$ cat src/rtl/sib_pkg.sv
package sib_pkg;
  typedef enum logic [1:0] {
    AF_HOLD = 2'd0,
    AF_SET  = 2'd1,
    AF_CLR  = 2'd2
  } af_act_e;

  localparam int unsigned THR_W = 6;
endpackage

$ cat src/rtl/sib_store.sv
module sib_store #(
  parameter int unsigned DW    = 32,
  parameter int unsigned DEPTH = 128,
  localparam int unsigned AW   = $clog2(DEPTH)
) (
  input  logic          clk_i,
  input  logic          wr_en_i,
  input  logic [AW-1:0] wr_ptr_i,
  input  logic [DW:0]   wr_beat_i,
  input  logic [AW-1:0] rd_ptr_i,
  output logic [DW:0]   rd_beat_o
);
  logic [DW:0] mem_q [DEPTH];

  always_ff @(posedge clk_i) begin
    if (wr_en_i) mem_q[wr_ptr_i] <= wr_beat_i;
  end

  assign rd_beat_o = mem_q[rd_ptr_i];
endmodule

$ cat src/rtl/sib_ptrs.sv
module sib_ptrs #(
  parameter int unsigned DEPTH = 128,
  localparam int unsigned AW   = $clog2(DEPTH),
  localparam int unsigned CW   = $clog2(DEPTH + 1)
) (
  input  logic          clk_i,
  input  logic          rst_ni,
  input  logic          wr_i,
  input  logic          rd_i,
  output logic [AW-1:0] wr_ptr_o,
  output logic [AW-1:0] rd_ptr_o,
  output logic [CW-1:0] count_o,
  output logic [CW-1:0] count_nxt_o
);
  logic [AW-1:0] wr_ptr_q, rd_ptr_q;
  logic [CW-1:0] count_q;

  function automatic logic [AW-1:0] bump(input logic [AW-1:0] p);
    return (p == AW'(DEPTH - 1)) ? '0 : p + AW'(1);
  endfunction

  always_comb begin
    count_nxt_o = count_q;
    if (wr_i && !rd_i)      count_nxt_o = count_q + CW'(1);
    else if (!wr_i && rd_i) count_nxt_o = count_q - CW'(1);
  end

  always_ff @(posedge clk_i or negedge rst_ni) begin
    if (!rst_ni) begin
      wr_ptr_q <= '0;
      rd_ptr_q <= '0;
      count_q  <= '0;
    end else begin
      if (wr_i) wr_ptr_q <= bump(wr_ptr_q);
      if (rd_i) rd_ptr_q <= bump(rd_ptr_q);
      count_q <= count_nxt_o;
    end
  end

  assign wr_ptr_o = wr_ptr_q;
  assign rd_ptr_o = rd_ptr_q;
  assign count_o  = count_q;
endmodule

$ cat src/rtl/sib_flow.sv
module sib_flow
  import sib_pkg::*;
#(
  parameter int unsigned DEPTH     = 128,
  parameter int unsigned RSV_BEATS = 0,
  localparam int unsigned CW       = $clog2(DEPTH + 1),
  localparam int unsigned LW       = CW + 2
) (
  input  logic             clk_i,
  input  logic             rst_ni,
  input  logic [CW-1:0]    count_nxt_i,
  input  logic [THR_W-1:0] thresh_i,
  output logic             ready_o,
  output logic             af_o
);
  logic [LW-1:0] free_w, set_lvl, clr_lvl;
  af_act_e       act;
  logic          ready_q, af_q;

  always_comb begin
    free_w  = LW'(DEPTH) - LW'(count_nxt_i);
    set_lvl = LW'(thresh_i) + LW'(RSV_BEATS) + LW'(1);
    clr_lvl = set_lvl + LW'(2);
    if (free_w <= set_lvl)      act = AF_SET;
    else if (free_w >= clr_lvl) act = AF_CLR;
    else                        act = AF_HOLD;
  end

  always_ff @(posedge clk_i or negedge rst_ni) begin
    if (!rst_ni) begin
      ready_q <= 1'b1;
      af_q    <= 1'b0;
    end else begin
      ready_q <= free_w > LW'(RSV_BEATS);
      case (act)
        AF_SET:  af_q <= 1'b1;
        AF_CLR:  af_q <= 1'b0;
        default: af_q <= af_q;
      endcase
    end
  end

  assign ready_o = ready_q;
  assign af_o    = af_q;
endmodule

$ cat src/rtl/stream_ingress_buf.sv
module stream_ingress_buf
  import sib_pkg::*;
#(
  parameter int unsigned DW        = 32,
  parameter int unsigned DEPTH     = 128,
  parameter int unsigned RSV_BEATS = 0,
  localparam int unsigned AW       = $clog2(DEPTH),
  localparam int unsigned CW       = $clog2(DEPTH + 1)
) (
  input  logic             clk_i,
  input  logic             rst_ni,
  input  logic [THR_W-1:0] af_thresh_i,
  input  logic [DW-1:0]    s_tdata_i,
  input  logic             s_tlast_i,
  input  logic             s_tvalid_i,
  output logic             s_tready_o,
  output logic             s_taf_o,
  output logic [DW-1:0]    m_data_o,
  output logic             m_last_o,
  output logic             m_valid_o,
  input  logic             m_accept_i
);
  logic          wr, rd;
  logic [AW-1:0] wr_ptr, rd_ptr;
  logic [CW-1:0] count, count_nxt;
  logic [DW:0]   rd_beat;

  assign wr        = s_tvalid_i && s_tready_o;
  assign m_valid_o = count != '0;
  assign rd        = m_valid_o && m_accept_i;

  sib_ptrs #(.DEPTH(DEPTH)) u_ptrs (
    .clk_i       (clk_i),
    .rst_ni      (rst_ni),
    .wr_i        (wr),
    .rd_i        (rd),
    .wr_ptr_o    (wr_ptr),
    .rd_ptr_o    (rd_ptr),
    .count_o     (count),
    .count_nxt_o (count_nxt)
  );

  sib_store #(.DW(DW), .DEPTH(DEPTH)) u_store (
    .clk_i     (clk_i),
    .wr_en_i   (wr),
    .wr_ptr_i  (wr_ptr),
    .wr_beat_i ({s_tlast_i, s_tdata_i}),
    .rd_ptr_i  (rd_ptr),
    .rd_beat_o (rd_beat)
  );

  sib_flow #(.DEPTH(DEPTH), .RSV_BEATS(RSV_BEATS)) u_flow (
    .clk_i       (clk_i),
    .rst_ni      (rst_ni),
    .count_nxt_i (count_nxt),
    .thresh_i    (af_thresh_i),
    .ready_o     (s_tready_o),
    .af_o        (s_taf_o)
  );

  assign m_last_o = rd_beat[DW];
  assign m_data_o = rd_beat[DW-1:0];
endmodule

$ cat config.mk
export PLATFORM = sky130hd
export DESIGN_NAME = stream_ingress_buf
export DESIGN_NICKNAME = d
export VERILOG_FILES = /design/src/rtl/sib_pkg.sv /design/src/rtl/sib_store.sv /design/src/rtl/sib_ptrs.sv /design/src/rtl/sib_flow.sv /design/src/rtl/stream_ingress_buf.sv
export SDC_FILE = /design/constraint.sdc
export NUM_CORES = 2
export LEC_CHECK = 0
export BUFFER_PORTS_ARGS = -buffer_cell sky130_fd_sc_hd__buf_2
export CORE_UTILIZATION = 66
export CTS_BUF_LIST = sky130_fd_sc_hd__clkbuf_16
export DETAILED_ROUTE_END_ITERATION = 10
export PLACE_DENSITY = 0.82
export SETUP_SLACK_MARGIN = 0.3
export SLEW_MARGIN = 40
export SYNTH_ARGS = -nofsm -noshare
export SYNTH_HDL_FRONTEND = slang
export SYNTH_MEMORY_MAX_BITS = 65536
export SYNTH_SLANG_ARGS = --single-unit
$ cat constraint.sdc
create_clock -name clk_i -period 10.83 [get_ports clk_i]
set_input_delay 0.5415 -clock clk_i [delete_from_list [all_inputs] [get_ports clk_i]]
set_output_delay 0.5415 -clock clk_i [all_outputs]
set_load 0.02 [all_outputs]
==> impl_summary.txt <==
----------------------------------------------------
[Outcome]
  Outcome ... finished, violations left
  Violations in the final reports ... negative hold slack

[Floorplanning]
  Area of the core ... 0.244 mm2
  DIE WIDTH ... 498 um
  Die area ... 0.248 mm2
  Initial core utilization ... 0.666
  Die Y-Extent ... 498 um
  Count of standard-cell rows ... 181
  Num ports ... 79

[STA]
  Highest Clock Rate ... 151 MHz
  Final worst-path cycle share ... 0.613
  Final Hold Viols ... 6
  Setup violations, final ... 0
  Slew of the pin with the lowest slew margin ... 0.989 ns
  RSZ-0062 raised after global routing ... no
  Hold slack final ... -0.00578 ns
  Total count of max-transition violations in the final report ... 0
  Final worst slack ... 4.19 ns
  Total negative slack ... 0 ns
  Post-Route Skew ... 0.0853 ns
  Headroom to the max-slew limit ... 0.322
  Min Tclk post-route ... 6.64 ns

[Global routing]
  Met2 track demand over resource ... 0.654
  Via count of the first global-routing pass ... 84067
  Met1 track utilization from global routing ... 0.550
  GRT Max-Usage Layer ... met2
  Total Routing Usage GR ... 0.434
  Maximum number of pins on one net before global-route repair ... 114
  GRT overflow ... 0
  Met3 usage in global routing ... 0.149
  Initial antenna violation count ... 76
  Wire length of the first global-routing pass ... 720000 um

[Setup path]
  Cell seen most often among critical-path stages ... mux4_2
  Cell-by-cell listing of the critical path ... buf_4 -> buf_12 -> buf_16 -> mux4_2 -> mux4_2 -> mux4_2 -> o21a_1 -> buf_2
  Category of the critical setup timing path ... reg2out
  Startpoint type of the worst setup path ... flop
  Sort of element at the end of the critical path ... output pin
  Max stage delay on crit path ... 1.03 ns
  Worst endpoint data arrival time ... 6.10 ns
  Critical Path Fanout Max ... 85
  Required arrival time at the worst endpoint ... 10.29 ns
  Cell at the slowest stage of the critical path ... dfrtp_4

[Clock tree]
  TritonCTS buffer count ... 410
  Buffer levels on the longest clock path ... 4
  Clk sink count ... 4248
  Post-cts gate resize count ... 0
  Number of setup buffers added after CTS ... 0
  Skew-Pair Late Insertion Delay ... 1.02 ns
  H-tree lvl count ... 5
  Root buf cell ... clkbuf_16
  Number of hold buffers added after cts ... 10
  Register clock-pin slew on the reported worst setup and hold paths ... 0.07 ns
  CTS tree ... yes

[Place]
  Quantity of I/O buffers inserted on ports ... 78
  Placed Area ... 0.169 mm2
  Setup WS pre-CTS ... 5.52 ns
  Placed Cells ... 9614
  DP Wirelength ... 237000 um
  Routability cong. ... 0.863

[Yosys]
  Post-Synthesis Mean Instance Area ... 25.2 um2
  Post-synthesis cell count ... 6444
  Number of flops mapped to enable cells by yosys ... 4224
  Share of synthesized flip-flops with an asynchronous set or reset ... 0.00565
  Portion of the post-synthesis area used by sequential elements ... 0.784
  Nets in the synthesized netlist ... 6509
  YS warnings ... 0
  Primary flip-flop cell chosen by synthesis mapping ... edfxtp_1
  Unique cell type count in the Yosys netlist ... 61
  Total of flip-flops plus latches after synthesis ... 4248
  Cell area after synthesis ... 0.163 mm2

[Power]
  Clock power share ... 0.329
  Flop pwr share ... 0.414
  Total internal power ... 31.0 mW
  Combinational group share of total power ... 0.257
  Peak ir drop on the vdd network ... 0.217 mV
  Switch share ... 0.312
  Leakage power ... 56.6 nW
  Cell area power density ... 247 mW/mm2
  Post-route total power ... 45.1 mW
  Sw power ... 14.1 mW

[Finish]
  Final std cell area, no fill ... 0.183 mm2
  Most used cells in the layout excluding fill and tap cells ... edfxtp_1, mux4_2, clkbuf_16
  Layout cells sized above 1 ... 0.338
  Most common cell after layout, fill and taps aside ... edfxtp_1
  Synthesis-to-finish area growth ... 12.4%
  Final Instance Count excl. Fillers ... 10401
  Final Net Count ... 6918
  Filler instances ... 10856
  Final core utilization ... 0.749

[Routing]
  Post-route antenna net violation count ... 0
  Post-detailed-route DRC marker count ... 0
  Routed length per placed instance ... 51.4 um
  Via count ... 87588
  Drt first pass iters ... 8
  Initial detailed-routing violation count ... 19682
  Post-DR vias/cell ... 8.42
  Post-detailed-routing wire length ... 534000 um

[Flow run]
  Max-cap violation count ... 0

[Hold path]
  Classification of the worst-slack hold path ... in2reg

----------------------------------------------------
[cells in the mapped netlist (7+ instances only)]
cell	instances	area share
o21a_1	30	0.0014
ha_1	22	0.0017
clkbuf_1	179	0.0041
dfrtp_1	23	0.0035
or2_2	7	0.00027
o21ai_0	13	0.00040
nor3_1	10	0.00031
a22oi_1	29	0.0013
nor2_1	141	0.0033
buf_2	35	0.0011
edfxtp_1	4224	0.78
buf_1	125	0.0029
mux4_2	1349	0.19
mux2i_1	67	0.0041
xor2_1	8	0.00043
nor2b_1	11	0.00042
xnor2_1	18	0.00097
nand4_1	7	0.00027
nand2_1	32	0.00074
nand3_1	15	0.00046
inv_1	12	0.00028
mux2_2	9	0.00062
[power groups by stage]
| stage | clock network [mW] | logic (mW) | registers (mW) |
|---|---|---|---|
| detailed placement | 0 | 10.2 | 19.0 |
| global placement | 0 | 9.80 | 19.0 |
| CTS | 14.7 | 10.8 | 18.7 |
| global route | 15.3 | 11.5 | 18.7 |
| floorplan | 0 | 6.42 | 18.8 |
| finish | 14.8 | 11.6 | 18.7 |
[cell families (layout without fill, tap and decap cells)]
logic type	after synthesis	after routing	share of synthesized area
adders and majority gates	22	22	0.00169
muxes	1425	1425	0.192
AOI/OAI and AO/OA	115	115	0.00531
and+or+nand+nor	256	256	0.00725
xor gates and xnor gates	26	26	0.00140
buffers and inverters	351	1079	0.00838
other	1	28	0.0000231
DFF	4248	4248	0.784
[critical path: cells and delay by family (launching register included)]
kind                   cells  cell delay [ns]
buffers and inverters      4             1.95
muxes                      3             1.65
DFF                        1             1.03
AOI/OAI and AO/OA          1             0.20
[final timing paths]
check / from / end / slack, ns / depth (start not counted)
min in group asynchronous: rst_ni / u_ptrs.count_o[3]$_DFF_PN0_ / 0.15 / 2
worst max register to register: u_ptrs.count_o[0]$_DFF_PN0_ / u_flow.af_o$_DFFE_PN0P_ / 5.20 / 17
worst min register to register: u_ptrs.rd_ptr_o[4]$_DFFE_PN0P_ / u_ptrs.rd_ptr_o[4]$_DFFE_PN0P_ / 0.56 / 1
worst max-delay path: u_ptrs.rd_ptr_o[1]$_DFFE_PN0P_ / m_data_o[23] / 4.19 / 8
max in group asynchronous: rst_ni / u_ptrs.rd_ptr_o[0]$_DFFE_PN0P_ / 10.04 / 2
worst min-delay path: s_tdata_i[7] / u_store.mem_q[2][7]$_DFFE_PP_ / -0.006 / 1
[layer usage]
metal  part of all wire  vias to the layer above  wire [um]
li1                   -                    28971          -
met1               0.29                    44215     155000
met2               0.46                    11755     247000
met3               0.16                     2577      87200
met4              0.083                       70      44100
met5             0.0011                        -        596
[final cells by class]
cell class	count	area (um2)	share of cell area
Antenna cell	27	67.6	0.000370
Clock inverter	314	2780	0.0152
Multi-Input combinational cell	1845	34800	0.191
Inverter	12	45.0	0.000247
Clock buffer	417	10400	0.0571
Sequential cell	4248	127000	0.698
Tap cell	3202	4010	0.0219
Timing Repair Buffer	336	3050	0.0167
[sequential cells by signal, summed over array words and instances, names as in the netlist]
name,flops
u_flow.af_o,1
u_flow.ready_o,1
u_ptrs.count_o,8
u_ptrs.rd_ptr_o,7
u_ptrs.wr_ptr_o,7
u_store.mem_q,4224
Power figures use the tool's default switching activity.
